## config.mk

```make
export PLATFORM = sky130hd
export DESIGN_NAME = page_commit_engine
export DESIGN_NICKNAME = d
export VERILOG_FILES = /design/src/rtl/wc_pkg.sv /design/src/rtl/wc_page_buf.sv /design/src/rtl/wc_cycle_timer.sv /design/src/rtl/page_commit_engine.sv
export SDC_FILE = /design/constraint.sdc
export NUM_CORES = 1
export LEC_CHECK = 0
export BUFFER_PORTS_ARGS = -buffer_cell sky130_fd_sc_hd__buf_2
export CAP_MARGIN = 25
export CORE_MARGIN = 5
export CORE_UTILIZATION = 60
export CTS_CLUSTER_DIAMETER = 150
export DETAILED_ROUTE_END_ITERATION = 8
export GPL_ROUTABILITY_DRIVEN = 0
export PLACE_DENSITY = 0.75
export SLEW_MARGIN = 25
export SYNTH_ARGS = -nofsm -noshare
export SYNTH_HDL_FRONTEND = slang
export SYNTH_HIERARCHICAL = 1
export SYNTH_SLANG_ARGS = --single-unit
```

## constraint.sdc

```tcl
create_clock -name clk -period 5.2 [get_ports clk]
set_clock_uncertainty 0.1 [all_clocks]
set_input_delay 1.04 -clock clk [delete_from_list [all_inputs] [get_ports clk]]
set_output_delay 1.04 -clock clk [all_outputs]
set_load 0.1 [all_outputs]
```

## src/rtl/wc_pkg.sv

```systemverilog
`timescale 1ns/1ps
package wc_pkg;
   typedef enum logic {
      WC_IDLE = 1'b0,
      WC_BUSY = 1'b1
   } wc_state_e;
endpackage

```

## src/rtl/wc_page_buf.sv

```systemverilog
`timescale 1ns/1ps
module wc_page_buf #(
   parameter int unsigned DATA_W = 8,
   parameter int unsigned IDX_W  = 7
) (
   input  logic              clk,
   input  logic              rst_n,
   input  logic              wr_en,
   input  logic [IDX_W-1:0]  wr_idx,
   input  logic [DATA_W-1:0] wr_data,
   input  logic              clr,
   input  logic [IDX_W-1:0]  rd_idx,
   output logic [DATA_W-1:0] rd_data,
   output logic              rd_vld,
   output logic              any_vld
);
   localparam int unsigned DEPTH = 1 << IDX_W;

   logic [DATA_W-1:0] slot_q [DEPTH];
   logic [DEPTH-1:0]  fill_q;

   always_ff @(posedge clk) begin
      if (wr_en) slot_q[wr_idx] <= wr_data;
   end

   for (genvar g = 0; g < DEPTH; g++) begin : g_flag
      always_ff @(posedge clk or negedge rst_n) begin
         if (!rst_n)                                   fill_q[g] <= 1'b0;
         else if (clr)                                 fill_q[g] <= 1'b0;
         else if (wr_en && (wr_idx == IDX_W'(g)))      fill_q[g] <= 1'b1;
      end
   end

   assign rd_data = slot_q[rd_idx];
   assign rd_vld  = fill_q[rd_idx];
   assign any_vld = |fill_q;


   flags_clear_chk: assert property (@(posedge clk) disable iff (!rst_n)
      clr |=> !any_vld);
endmodule

```

## src/rtl/wc_cycle_timer.sv

```systemverilog
`timescale 1ns/1ps
module wc_cycle_timer #(
   parameter int unsigned CYCLE_CLKS = 5000,
   parameter int unsigned DEPTH      = 128,
   parameter int unsigned IDX_W      = 7
) (
   input  logic             clk,
   input  logic             rst_n,
   input  logic             launch,
   output logic             busy,
   output logic             scan_on,
   output logic [IDX_W-1:0] scan_idx,
   output logic             done
);
   import wc_pkg::*;

   localparam int unsigned CNT_W = $clog2(CYCLE_CLKS + 1);
   localparam logic [CNT_W-1:0] LAST = CNT_W'(CYCLE_CLKS - 1);
   localparam logic [CNT_W-1:0] SCAN_END = CNT_W'(DEPTH);

   wc_state_e       st_q;
   logic [CNT_W-1:0] cnt_q;

   always_ff @(posedge clk or negedge rst_n) begin
      if (!rst_n) begin
         st_q  <= WC_IDLE;
         cnt_q <= '0;
      end else if (st_q == WC_IDLE) begin
         if (launch) begin
            st_q  <= WC_BUSY;
            cnt_q <= '0;
         end
      end else if (cnt_q == LAST) begin
         st_q  <= WC_IDLE;
         cnt_q <= '0;
      end else begin
         cnt_q <= cnt_q + 1'b1;
      end
   end

   assign busy     = (st_q == WC_BUSY);
   assign done     = busy && (cnt_q == LAST);
   assign scan_on  = busy && (cnt_q < SCAN_END);
   assign scan_idx = cnt_q[IDX_W-1:0];


   busy_hold_chk: assert property (@(posedge clk) disable iff (!rst_n)
      (busy && !done) |=> busy);

   cnt_range_chk: assert property (@(posedge clk) disable iff (!rst_n)
      cnt_q <= LAST);
endmodule

```

## src/rtl/page_commit_engine.sv

```systemverilog
`timescale 1ns/1ps
module page_commit_engine #(
   parameter int unsigned ADDR_W     = 17,
   parameter int unsigned DATA_W     = 8,
   parameter int unsigned PAGE_BYTES = 128,
   parameter int unsigned CYCLE_CLKS = 5000
) (
   input  logic              clk,
   input  logic              rst_n,
   input  logic              addr_ld,
   input  logic [ADDR_W-1:0] addr_in,
   input  logic              byte_stb,
   input  logic [DATA_W-1:0] byte_in,
   input  logic              stop_pls,
   input  logic              wp_lvl,
   output logic              busy,
   output logic [ADDR_W-1:0] ptr_o,
   output logic              arr_we,
   output logic [ADDR_W-1:0] arr_addr,
   output logic [DATA_W-1:0] arr_wdata
);
   localparam int unsigned IDX_W = $clog2(PAGE_BYTES);
   localparam int unsigned UP_W  = ADDR_W - IDX_W;

   if (PAGE_BYTES != (1 << IDX_W)) begin : g_bad_page
      $error("PAGE_BYTES must be a power of two");
   end
   if (CYCLE_CLKS < PAGE_BYTES) begin : g_bad_cycle
      $error("CYCLE_CLKS must cover one pass over the page");
   end
   if (ADDR_W <= IDX_W) begin : g_bad_addr
      $error("ADDR_W must exceed the page index width");
   end

   logic [ADDR_W-1:0] ptr_q;
   logic              take_byte, launch, clr, done, scan_on, rd_vld, any_vld;
   logic [IDX_W-1:0]  scan_idx;
   logic [DATA_W-1:0] rd_data;

   assign take_byte = byte_stb && !busy && !addr_ld;
   assign launch    = stop_pls && !busy && any_vld && !wp_lvl;
   assign clr       = (stop_pls && !busy && wp_lvl) || done;

   always_ff @(posedge clk or negedge rst_n) begin
      if (!rst_n)                 ptr_q <= '0;
      else if (addr_ld && !busy)  ptr_q <= addr_in;
      else if (take_byte)         ptr_q[IDX_W-1:0] <= ptr_q[IDX_W-1:0] + 1'b1;
   end

   wc_page_buf #(.DATA_W(DATA_W), .IDX_W(IDX_W)) u_buf (
      .clk     (clk),
      .rst_n   (rst_n),
      .wr_en   (take_byte),
      .wr_idx  (ptr_q[IDX_W-1:0]),
      .wr_data (byte_in),
      .clr     (clr),
      .rd_idx  (scan_idx),
      .rd_data (rd_data),
      .rd_vld  (rd_vld),
      .any_vld (any_vld)
   );

   wc_cycle_timer #(.CYCLE_CLKS(CYCLE_CLKS), .DEPTH(PAGE_BYTES), .IDX_W(IDX_W)) u_tmr (
      .clk      (clk),
      .rst_n    (rst_n),
      .launch   (launch),
      .busy     (busy),
      .scan_on  (scan_on),
      .scan_idx (scan_idx),
      .done     (done)
   );

   assign ptr_o     = ptr_q;
   assign arr_we    = scan_on && rd_vld;
   assign arr_addr  = {ptr_q[ADDR_W-1:IDX_W], scan_idx};
   assign arr_wdata = rd_data;


   page_fix_chk: assert property (@(posedge clk) disable iff (!rst_n)
      (byte_stb && !busy && !addr_ld) |=>
         (ptr_q[ADDR_W-1:IDX_W] == $past(ptr_q[ADDR_W-1:IDX_W])));

   busy_start_chk: assert property (@(posedge clk) disable iff (!rst_n)
      $rose(busy) |-> $past(stop_pls && !wp_lvl));

   we_in_cycle_chk: assert property (@(posedge clk) disable iff (!rst_n)
      arr_we |-> busy);

   wp_block_chk: assert property (@(posedge clk) disable iff (!rst_n)
      (stop_pls && wp_lvl && !busy) |=> !busy);

   hold_ptr_chk: assert property (@(posedge clk) disable iff (!rst_n)
      busy |=> $stable(ptr_q));

   logic [UP_W-1:0] unused_up;
   assign unused_up = '0;
endmodule

```

==> run summary, run 1 <==
The run finished with clean final reports. The total number of clock tree sinks is approximately 1200. The share of the synthesized netlist area taken by xor and xnor gates came out at 0%. Summed over all cells, the static leakage comes to 17.7 nW. The total congestion overflow is 0.

The maximum number of pins on one net before global-route repair is approximately 100. The initial antenna violation count came out at 1. The filler cell count came out at between 4000 and 5000. Clock tree synthesis selected as its root buffer the cell sky130_fd_sc_hd__clkbuf_16. The portion of netlist area occupied by mux cells is about a fifth.

The worst setup path is captured at a primary output. Setup total negative slack on the finished layout was measured at 0 ps. The fraction of final layout cells sized beyond drive strength 1 came out at between 30 and 40%. The number of buffers created by CTS is between 100 and 150.

The data arrival at the endpoint of the critical path came out at 3980 ps. The routed design could run at a clock period as short as 5120 ps. The count of standard-cell rows is 102. By area, the combinational part of the netlist is dominated by multiplexers. The placed instance count is 3376.

The area growth from synthesis to layout is 13.1%. Counting every net in the synthesized netlist gives 2347. The basic-gate share of the synthesized area counting and, or, nand and nor cells came out at 4.95%. Setup violations remaining at the end of the flow were counted as 0. Power comes to 28.6 mW.

The maximum single-stage delay on the critical path came out at 550 ps. The chip width came out at roughly 290 µm. The setup path with the least slack is of type flop to primary output.

The tool flagged a number of max-cap violations equal to 0. The warning count from the yosys run is 6. The number of H-tree branching levels is 3. The CTS clock-pin slew for the worst setup and hold paths came out at ~60 ps. STA classifies the critical path startpoint as a flop.

The count of hold buffers inserted by post-cts repair is 0. The final count of pins violating max slew is 0. The number of buffers and inverters on the critical path came out at 4. The post-synthesis cell type count came out at 46. In the routed layout, each cell is associated on average with a via count of 6.88.

The relative slew slack came out at between 20% and 30%. Setup repair after global routing left no endpoint under its margin. The y dimension of the die is ~290 µm. Leaving out fill and tap cells, the most frequent cell in the layout is sky130_fd_sc_hd__edfxtp_1. Leaving out fill and tap cells, the most frequent cells in the layout are sky130_fd_sc_hd__edfxtp_1 (1024), sky130_fd_sc_hd__mux4_2 (378), sky130_fd_sc_hd__nor2_1 (355), sky130_fd_sc_hd__dfrtp_1 (155), sky130_fd_sc_hd__clkbuf_16 (115). The multi-input logic area is about 12000 µm². The tightest min-delay check is of the input port to async pin type.

The average size of a mapped cell came out at 20.3 µm². The required arrival time at the worst endpoint is 4060 ps. The worst ir drop on vdd came out at between 0.4 and 0.5 mV. The fraction of the mapped netlist area in adder cells is less than 1%. The area inside the core boundary came out at 77500 µm². The full die area is between 80000 and 90000 µm². The maximum buffer depth of the clock tree came out at 3. The layout net count is 2500. The count of buffers from port buffering came out at 74. The worst hold slack across all endpoints is around 170 ps. The post-synthesis compound-gate area fraction is less than 1%. Dividing total power by cell area gives a power density of 538 nW/µm².

The summed instance area of the synthesized netlist is 46900 µm². The fraction of the yosys area taken by sequential cells is 74.0%. After the first detailed-routing iteration, the DRC count stood at ~3800. The routed length per placed instance came out at 32.9 µm. For the pin with the worst max-slew slack, the measured transition is between 1000 and 1500 ps. The via total after detailed routing came out at about 25000. The largest individual stage delay along the critical path comes from the cell sky130_fd_sc_hd__mux4_2. The count of state elements after synthesis is 1183. The footprint of the flip-flops and latches came out at around 35000 µm². The finished cells cover 53100 µm². The count of TritonRoute iterations in the first routing pass came out at 5. The final instance count without filler cells came out at around 3600. TritonCTS built the clock tree. The cell class contributing the biggest share of worst-path delay is multiplexers. The area of placed instances came out at 48900 µm². Traced cell by cell, the critical path runs through buf_12, buf_12, buf_16, mux4_2, mux4_2, mux4_2, mux2_2, clkbuf_4. The routed design has 119 mm of wire. The half-perimeter wire length after detailed placement came out at 68.9 mm. The worst-path maximum fanout came out at 19.

After detailed routing, the number of remaining DRC violations is 0. The antenna violation net count after detailed routing came out at 0. The clock insertion delay at the later pin of the skew report came out at around 700 ps.

The fmax came out at 0.195 GHz. The total I/O pin count came out at 75. The first global-routing pass estimated approximately 170 mm of wire. In this design, the critical path's most frequently occurring cell is sky130_fd_sc_hd__mux4_2. The effective utilization at floorplan is 60.6%. Global routing used 28.7% of the available tracks. The synthesized instance count is 2314.

The number of global-route vias before repair came out at between 20000 and 30000. The total count of hold-check failures in the final report is 0. The final critical-path share of the clock period came out at 98.4%.
==> sequential cells by signal (all words and copies together), names as in the netlist <==
| name | count |
|---|---|
| u_buf/slot_q | 1024 |
| u_buf/fill_q | 128 |
| ptr_o | 17 |
| u_tmr/cnt_q | 13 |
| u_tmr/busy | 1 |
==> cell type report <==
type / instances / share of cell area (%)
diodes: 2 / 0.00943
multi-input cells: 978 / 21.7
flip-flops and latches: 1183 / 65.5
inverters: 2 / 0.0141
clock inverters: 75 / 1.46
well taps: 1040 / 2.45
clock buffers: 138 / 5.62
repair buffers: 189 / 3.22
==> final timing paths <==
check	slack, ps	endpoint	startpoint	depth (start not counted)
hold reg to reg	400	ptr_o[16]	ptr_o[16]	1
min in group clk	400	ptr_o[16]	ptr_o[16]	1
setup / recovery	80	arr_wdata[7]	u_tmr/cnt_q[0]	8
hold / removal	170	u_tmr/cnt_q[10]	rst_n	1
max in group asynchronous	3690	u_buf/fill_q[117]	rst_n	3
setup reg to reg	1510	u_tmr/cnt_q[2]	u_buf/fill_q[65]	8
==> routing by layer <==
layer / share of wire (%) / GRT usage (%) / up-vias
li1: - / - / 9733
met1: 36 / 40.4 / 13000
met2: 50 / 46.5 / 1803
met3: 11 / 6.13 / 268
met4: 3.1 / 8.77 / 0
met5: 0 / 0 / -
==> where the power goes <==
group          leakage, nW  total, mW  switching, mW  internal (mW)
logic                 4.55       9.32           5.52           3.80
registers             11.4       11.0          0.470           10.5
clock network         1.83       8.27           3.57           4.71
total                 17.7       28.6           9.55           19.0
==> logic make-up (layout without fill, tap and decap cells) <==
family                   Yosys count  in the layout
adder cells (fa/ha/maj)            2              2
buffers and inverters            153            404
AND/OR/NAND/NOR                  519            519
AO/OA/AOI/OAI                     57             57
multiplexers                     400            400
flip-flops                      1183           1183
other                              0              2
==> synth_stat cells, drive strengths merged <==
| cell type | n | share of area (%) |
|---|---|---|
| a31o | 1 | 0.019 |
| nand3 | 8 | 0.085 |
| and3 | 5 | 0.067 |
| nand4bb | 7 | 0.17 |
| a21oi | 22 | 0.23 |
| nor3 | 7 | 0.075 |
| nor2 | 380 | 3.0 |
| mux2i | 2 | 0.043 |
| or4b | 5 | 0.11 |
| nand4 | 16 | 0.21 |
| nand2b | 6 | 0.080 |
| edfxtp | 1024 | 66 |
| a22oi | 3 | 0.048 |
| a22o | 3 | 0.056 |
| o22a | 1 | 0.019 |
| mux4 | 378 | 18 |
| or4 | 3 | 0.048 |
| nor4bb | 1 | 0.021 |
| ha | 2 | 0.053 |
| nand4b | 10 | 0.19 |
| a31oi | 12 | 0.16 |
| dfrtp | 159 | 8.5 |
| a41oi | 2 | 0.037 |
| a32oi | 2 | 0.037 |
| or2 | 2 | 0.027 |
| clkbuf | 84 | 0.67 |
| mux2 | 20 | 0.48 |
| nand2 | 19 | 0.15 |
| nor3b | 3 | 0.048 |
| o41a | 1 | 0.024 |
| and2 | 4 | 0.053 |
| o21ai | 7 | 0.075 |
| or3 | 1 | 0.013 |
| nor4 | 36 | 0.48 |
| o211ai | 1 | 0.016 |
| and4 | 1 | 0.019 |
| buf | 67 | 0.86 |
| nor2b | 5 | 0.067 |
| inv | 2 | 0.016 |
| a21o | 2 | 0.032 |
==> stage by stage <==
| step | utilization (%) | worst slack [ps] |
|---|---|---|
| detailed placement | 63.2 | 567 |
| CTS | 68.4 | 0.737 |
| finish | 68.5 | 84.7 |
| floorplan | - | 629 |
| global route | 68.5 | 7.80 |
| global placement | 63.1 | 590 |
==> timing repair <==
item | in CTS | in global routing
setup endpoints to repair | 9 | 8
setup buffers | 7 | 0
cloned | 5 | 1
gates resized for setup | 10 | 8
No activity file was read; power rests on OpenSTA's default activity.
==> run 2, diff against run 1 <==
--- a/config.mk
+++ b/config.mk
@@ -5,6 +5,7 @@
 export SDC_FILE = /design/constraint.sdc
 export NUM_CORES = 1
 export LEC_CHECK = 0
+export ABC_CLOCK_PERIOD_IN_PS = 5200
 export BUFFER_PORTS_ARGS = -buffer_cell sky130_fd_sc_hd__buf_2
 export CAP_MARGIN = 25
 export CORE_MARGIN = 5
@@ -13,6 +14,7 @@
 export DETAILED_ROUTE_END_ITERATION = 8
 export GPL_ROUTABILITY_DRIVEN = 0
 export PLACE_DENSITY = 0.75
+export SETUP_SLACK_MARGIN = 0.1
 export SLEW_MARGIN = 25
 export SYNTH_ARGS = -nofsm -noshare
 export SYNTH_HDL_FRONTEND = slang
==> run summary, run 2 (synthesis gave the netlist of run 1 again) <==
The run finished with clean final reports. The shortest period the worst path allows is 5080 ps. The count of maximum capacitance violations came out at 0. The analysis attributes to cell leakage a power of ~18 nW.

The flip-flop count of the largest register after layout came out at 1024. The effective utilization at floorplan came out at between 60 and 70%. The via total after detailed routing came out at 24900. The routed length per placed instance is 32.9 µm. The total count of hold-check failures in the final report came out at 0. The total number of clock tree sinks is 1183.

The maximum buffer depth of the clock tree is 3. The relative slew slack came out at 25.6%. The final instance count without filler cells is 3608. The overall power came out at 28.7 mW.

The data arrival at the endpoint of the critical path came out at between 3000 and 4000 ps. The transition time at the pin with the least slew margin came out at 1110 ps. The maximum number of pins on one net before global-route repair came out at 98. Once detailed placement completed, the half-perimeter wirelength came to 68.9 mm. Setup repair after global routing could not meet its margin everywhere. The area growth from synthesis to layout came out at 13.3%. The setup TNS is 0 ps. The kind of capture point of the worst setup path is a primary output.

The first TritonRoute pass finished after 6 iterations. The chip width is 290 µm. After filler insertion, the fill cell instance count of the layout stands at between 4000 and 5000. The maximum single-stage delay on the critical path came out at 570 ps. For this run, the post-layout net count is about 2500. The worst ir drop on vdd is roughly 0.4 mV. The final count of pins violating max slew is 0.

Counting flops per register, the top entry is u_buf/slot_q. The most frequent cell on the critical path is sky130_fd_sc_hd__mux4_2. The initial antenna violation count came out at 3.

The count of unresolved DRC violations after routing came out at 0. The clock insertion delay at the later pin of the skew report came out at 690 ps. The slowest stage of the critical path belongs to the cell sky130_fd_sc_hd__mux4_2. The full die area came out at 83900 µm². The overall routing resource usage is 28.9%.

The signal on the critical path passes through buf_12, bufbuf_16, mux4_2, mux4_2, mux4_2, mux2_2, buf_4. In the finished design, the share of the clock period the worst path needs comes to 97.7%. STA classifies the critical path startpoint as a flop. The critical path is of the flop to primary output type.

Setup violations remaining at the end of the flow were counted as 0. The number of H-tree branching levels came out at 3. TritonCTS created 113 clock buffers. TritonCTS built the clock tree. The total I/O pin count is 75. The most common library cell in the layout ignoring fill and taps is sky130_fd_sc_hd__edfxtp_1.

For this run, the top clock speed supported by timing is 0.197 GHz. The y dimension of the die is 290 µm. The number of vias per cell after detailed routing is 6.90. The worst hold-check path type is input port to async pin. In this run the core area contains 102 standard-cell rows. The count of hold buffers inserted by post-cts repair is 0. The top cell types in the final layout, fill and taps aside, are sky130_fd_sc_hd__edfxtp_1 (1024), sky130_fd_sc_hd__mux4_2 (378), sky130_fd_sc_hd__nor2_1 (356), sky130_fd_sc_hd__dfrtp_1 (155), sky130_fd_sc_hd__clkbuf_16 (114). The detail route stage leaves a number of antenna-violating nets equal to 0. The number of placed instances, taps included, is around 3400. The total congestion overflow came out at 0. The area inside the core boundary is roughly 77000 µm². The count of buffers from port buffering is 74. The final antenna diode count is 0.

The number of violations reported at the end of detailed-routing iteration 0 came out at 3534. The wire length reported by the detailed router came out at 119 mm. For the worst setup path, the data required time is 4060 ps. The CTS clock-pin slew for the worst setup and hold paths came out at 60 ps. Along the worst path, the maximum fanout reaches 31. The number of global-route vias before repair came to 25300. The CTS root buffer is sky130_fd_sc_hd__clkbuf_16.

The fraction of final layout cells sized beyond drive strength 1 is a little under a third. The global-route wire length before repair came out at 174 mm. The power density over cell area came out at 540 nW/µm².
[run 2: cell count changes in the layout (fill, tap and decap cells not counted), sizes merged]
| cell | change |
|---|---|
| buf | +2 |
| bufbuf | +2 |
| diode | -2 |
| clkbuf | -1 |
[run 2: final cells by class]
| cell class | count | area [µm²] | share of cell area (%) |
|---|---|---|---|
| timing repair buffer | 192 | 1800 | 3.38 |
| clock buffer | 138 | 2980 | 5.61 |
| inverter | 2 | 7.51 | 0.0141 |
| tap | 1040 | 1300 | 2.45 |
| sequential | 1183 | 34700 | 65.4 |
| clock inverter | 75 | 773 | 1.46 |
| multi-input combinational | 978 | 11500 | 21.7 |
[run 2: path summary, 6_finish.rpt]
check	end	slack, ps	from	cells past startpoint
min	u_tmr/cnt_q[6]	160	rst_n	1
min reg2reg	ptr_o[16]	400	ptr_o[16]	1
max reg2reg	u_tmr/cnt_q[2]	1680	u_buf/fill_q[65]	8
min in group clk	ptr_o[16]	400	ptr_o[16]	1
max in group asynchronous	u_buf/fill_q[117]	3690	rst_n	3
max	arr_wdata[4]	120	u_tmr/cnt_q[0]	7
[run 2: power breakdown]
part / leakage (nW) / internal, mW / switching [mW]
logic: 4.60 / 3.90 / 5.54
registers: 11.4 / 10.5 / 0.469
clock network: 1.83 / 4.70 / 3.57
total: 17.8 / 19.1 / 9.58
[run 2: per-stage QoR]
| step | cell area (µm²) | utilization, % | hold slack (ps) | worst slack (ps) |
|---|---|---|---|---|
| after floorplan | 46900 | - | 379 | 629 |
| after global placement | 48900 | 63.1 | 380 | 590 |
| after detailed placement | 48900 | 63.2 | 390 | 567 |
| after CTS | 53100 | 68.5 | 376 | 102 |
| after global routing | 53100 | 68.6 | 180 | 84.7 |
| final | 53100 | 68.6 | 163 | 117 |
[run 2: per-layer routing]
metal	global-route usage, %	vias up	wire, µm
li1	-	9743	-
met1	40.4	13100	42900
met2	47.3	1805	59400
met3	6.40	254	12600
met4	8.29	4	3540
met5	0	-	27
[run 2: worst max-delay path, delay by kind of cell (launching register included)]
kind     cells  cell delay [ps]
mux          4             1990
flops        1              430
buf+inv      3              790
[run 2: timing repair]
item	CTS	global route
buffers inserted	10	0
resized for setup	18	3
cloned	7	0
endpoints found under the setup margin	9	6
